[config.mk]
export PLATFORM = sky130hd
export DESIGN_NAME = can_bit_err_mon
export DESIGN_NICKNAME = d
export VERILOG_FILES = /design/src/rtl/can_bem_pkg.sv /design/src/rtl/can_bem_classify.sv /design/src/rtl/can_bem_sticky.sv /design/src/rtl/can_bit_err_mon.sv
export SDC_FILE = /design/constraint.sdc
export NUM_CORES = 1
export LEC_CHECK = 0
export CAP_MARGIN = 20
export CORE_AREA = 2 2 39 41
export CTS_CLUSTER_SIZE = 10
export DETAILED_ROUTE_END_ITERATION = 16
export DIE_AREA = 0 0 41 43
export DONT_BUFFER_PORTS = 1
export GPL_ROUTABILITY_DRIVEN = 1
export HOLD_SLACK_MARGIN = 0.03
export PLACE_DENSITY_LB_ADDON = 0.12
export REMOVE_ABC_BUFFERS = 1
export SLEW_MARGIN = 10
export SYNTH_ARGS = -nofsm -noshare
export SYNTH_HDL_FRONTEND = slang
export SYNTH_HIERARCHICAL = 1
export SYNTH_SLANG_ARGS = --single-unit
[constraint.sdc]
create_clock -name clk_i -period 0.86 [get_ports clk_i]
set_input_delay 0.086 -clock clk_i [delete_from_list [all_inputs] [get_ports clk_i]]
set_output_delay 0.086 -clock clk_i [all_outputs]
set_load 0.05 [all_outputs]
[src/rtl/can_bem_pkg.sv]
package can_bem_pkg;
  localparam int unsigned NUM_KINDS = 2;
  localparam int unsigned KIND_REC  = 0;  // recessive sent, dominant read
  localparam int unsigned KIND_DOM  = 1;  // dominant sent, recessive read
endpackage

[src/rtl/can_bem_classify.sv]
module can_bem_classify
  import can_bem_pkg::*;
#(
  parameter logic RECESSIVE = 1'b1
) (
  input  logic                 sample_i,
  input  logic                 tx_active_i,
  input  logic                 tx_bit_i,
  input  logic                 rx_bit_i,
  input  logic                 in_arb_i,
  input  logic                 in_ack_i,
  input  logic                 pass_flag_i,
  output logic [NUM_KINDS-1:0] hit_o
);
  localparam logic DOMINANT = ~RECESSIVE;

  logic compare, sent_rec, read_dom, read_rec, exempt;

  always_comb begin
    compare  = sample_i & tx_active_i;
    sent_rec = (tx_bit_i == RECESSIVE);
    read_dom = (rx_bit_i == DOMINANT);
    read_rec = (rx_bit_i == RECESSIVE);
    // dominant overwrite of recessive is legal in these phases
    exempt   = in_arb_i | in_ack_i | pass_flag_i;
    hit_o           = '0;
    hit_o[KIND_REC] = compare & sent_rec & read_dom & ~exempt;
    hit_o[KIND_DOM] = compare & ~sent_rec & read_rec;
  end
endmodule

[src/rtl/can_bem_sticky.sv]
module can_bem_sticky (
  input  logic clk_i,
  input  logic rst_ni,
  input  logic set_i,
  input  logic clr_i,
  output logic q_o
);
  always_ff @(posedge clk_i or negedge rst_ni) begin
    if (!rst_ni)     q_o <= 1'b0;
    else if (set_i)  q_o <= 1'b1;  // set wins over clear
    else if (clr_i)  q_o <= 1'b0;
  end
endmodule

[src/rtl/can_bit_err_mon.sv]
module can_bit_err_mon
  import can_bem_pkg::*;
#(
  parameter logic RECESSIVE = 1'b1
) (
  input  logic clk_i,
  input  logic rst_ni,
  input  logic sample_i,
  input  logic tx_active_i,
  input  logic tx_bit_i,
  input  logic rx_bit_i,
  input  logic in_arb_i,
  input  logic in_ack_i,
  input  logic pass_flag_i,
  input  logic clear_i,
  output logic rec_err_o,
  output logic dom_err_o,
  output logic err_pulse_o
);
  logic [NUM_KINDS-1:0] hit;
  logic [NUM_KINDS-1:0] flag_q;
  logic                 pulse_q;

  can_bem_classify #(.RECESSIVE(RECESSIVE)) u_classify (
    .sample_i    (sample_i),
    .tx_active_i (tx_active_i),
    .tx_bit_i    (tx_bit_i),
    .rx_bit_i    (rx_bit_i),
    .in_arb_i    (in_arb_i),
    .in_ack_i    (in_ack_i),
    .pass_flag_i (pass_flag_i),
    .hit_o       (hit)
  );

  for (genvar k = 0; k < NUM_KINDS; k++) begin : g_flag
    can_bem_sticky u_sticky (
      .clk_i  (clk_i),
      .rst_ni (rst_ni),
      .set_i  (hit[k]),
      .clr_i  (clear_i),
      .q_o    (flag_q[k])
    );
  end

  always_ff @(posedge clk_i or negedge rst_ni) begin
    if (!rst_ni) pulse_q <= 1'b0;
    else         pulse_q <= |hit;
  end

  assign rec_err_o   = flag_q[KIND_REC];
  assign dom_err_o   = flag_q[KIND_DOM];
  assign err_pulse_o = pulse_q;
endmodule

==> results.md <==
- CTS sink cnt: 3
- Setup TNS: 0 ns
- Wire per inst: 8.87 um
- Die Wd: 41 um
- CTS tree: yes
- Worst Tran Pin Value: 0.268 ns
- Worst endpoint required time: 0.77 ns
- Most frequent cells in the layout: clkbuf_4, dfrtp_1, buf_6
- Final Wtd Congestion: 0.509
- WL final: 337 um
- Max IR drop VDD: 0.575 mV
- Drt pass-1 iters: 2
- Post-Layout Cell Count: 38
- Nets: 33
- Cell at the root of the clock tree: clkbuf_4
- Final Hold Viols: 0
- Clk_lat worst skew: 0.23 ns
- Slew margin rel.: 82.0%
- Initial Util: 9.76%
- Post-route ant nets: 0
- Remaining routing DRC violations: 0
- Vias/cell: 3.34
- Min cycle time layout: 0.852 ns
- MaxCap Viol Count: 0
- Avg Cell Area, Syn: 12.3 sq um
- Site Rows: 14
- Hold WC Path Type: input pin to flop
- Highest clock rate: 1.17 GHz
- Port-buffer cells: 0
- Initial antenna violation count: 0
- Total CTS buffers: 3
- Clock Skews: 0 ns
- Startpoint types: flop
- Final setup viols: 0
- Largest net degree at the start of global routing: 4
- CTS Buffer Depth: 2
- Layout cell share with drive strength beyond 1: 40.9%
- Mapped Area: 135 sq um
- Leak pwr: 0.138 nW
- DPL Wire Length: 261 um
- Clk slew on worst S/H paths: 0.04 ns
- Vias in the first global route: 136
- Critical-path maximum fanout: 2
- First-pass GRT wire length: 503 um
- Crit-path cells: buf_6
- All-Layer GR Usage: 5.31%
- Crit. End Element: output port
- Cells after Synth: 11
- Sequential cell area fraction in the yosys report: 55.6%
- Crit path largest cell delay: 0.38 ns
- Unrepaired setup endpoints after global routing: yes
- Largest delay contributor family on the critical path: flip-flops
- Global route total overflow: 0
- Buf+Inv Stages, Crit Path: 1
- CP arrival: 0.77 ns
- Die H: 43 um
- Htree depth: 1
- Top Ports: 13
- Die area: 1760 sq um
- Placed cell count: 30
- Outcome: finished, final reports clean
- Crit Path Category: flop to output port
- Pwr dens: 1800 nW/um^2
- Yosys reg bits: 3
- Cell Area, Placed: 178 sq um
- Slowest cell on crit path: dfrtp_1
- Yosys cell types: 7
- Via count: 127
- Tcrit/Tclk final: 99.0%
- DRT iter0 DRCs: 1
- Synth warn: 6
- Post-route design area: 250 sq um
- Final Max Tran Viols: 0
- Syn-to-layout area delta: 85.2%
- # diodes: 0
- Core area: 1380 sq um
flip-flops by register name, summed over array words and instances, names as in the netlist:
name	count
g_flag.u_sticky/q_o	2
err_pulse_o	1
cell type report:
class / instances / area, sq um
clock buffer: 4 / 26.3
sequential: 3 / 75.1
inverter: 2 / 7.51
timing repair buffer: 7 / 68.8
fill: 156 / 1130
tap: 16 / 20.0
multi-input combinational: 6 / 52.6
synthesized netlist by cell type, drive strengths merged:
library cell  number  area, sq um
a21o               2         15.0
inv                2         7.51
nor4               1         12.5
dfrtp              3         75.1
nand4b             1         8.76
and4b              1         10.0
or2                1         6.26
layer usage:
layer	vias to the layer above	track usage [%]	share of wire, %
met5	-	0	0
met4	0	6.00	0
met3	0	6.28	12
met2	11	5.00	45
met1	56	5.10	42
li1	60	-	-
path summary, 6_finish.rpt:
kind                                          endpoint  cells after the start  slack [ns]              startpoint
worst max-delay path                         rec_err_o                      1       0.008  g_flag[0].u_sticky/q_o
worst min-delay path            g_flag[0].u_sticky/q_o                      2        0.07                rx_bit_i
worst max register to register  g_flag[1].u_sticky/q_o                      2        0.07  g_flag[1].u_sticky/q_o
worst min register to register  g_flag[1].u_sticky/q_o                      2        0.59  g_flag[1].u_sticky/q_o
max in group asynchronous       g_flag[0].u_sticky/q_o                      1        0.59                  rst_ni
min in group asynchronous       g_flag[1].u_sticky/q_o                      1        0.11                  rst_ni
power by group:
group | leakage [nW] | internal [mW] | switching (mW)
clock network | 0.0150 | 0.174 | 0.0752
registers | 0.0411 | 0.147 | 0.00268
logic | 0.0820 | 0.0247 | 0.0271
total | 0.138 | 0.345 | 0.105
metrics by stage:
step | setup slack, ns | power (mW) | util [%] | hold slack (ns)
3_5_place_dp | 0.186 | 0.185 | 12.8 | -0.210
2_1_floorplan | -0.0333 | 0.176 | - | -0.210
4_1_cts | -0.00525 | 0.466 | 17.5 | 0.0631
3_3_place_gp | 0.207 | 0.185 | 12.8 | -0.209
5_1_grt | -0.0331 | 0.490 | 18.1 | 0.0513
6_report | 0.00842 | 0.450 | 18.1 | 0.0678
timing repair:
item | CTS | global route
gates resized for setup | 3 | 0
endpoints found under the setup margin | 3 | 3
hold endpoints to repair | 5 | 0
hold buffers | 2 | 0
setup buffers | 1 | 1
cells by family (layout without fill, tap and decap cells):
group | Yosys count | in the layout | share of synthesized area, %
AND/OR/NAND/NOR | 4 | 4 | 27.8
AO/OA/AOI/OAI | 2 | 2 | 11.1
buffers and inverters | 2 | 13 | 5.56
flip-flops | 3 | 3 | 55.6
Note: power is estimated with default switching activity, not from simulation.
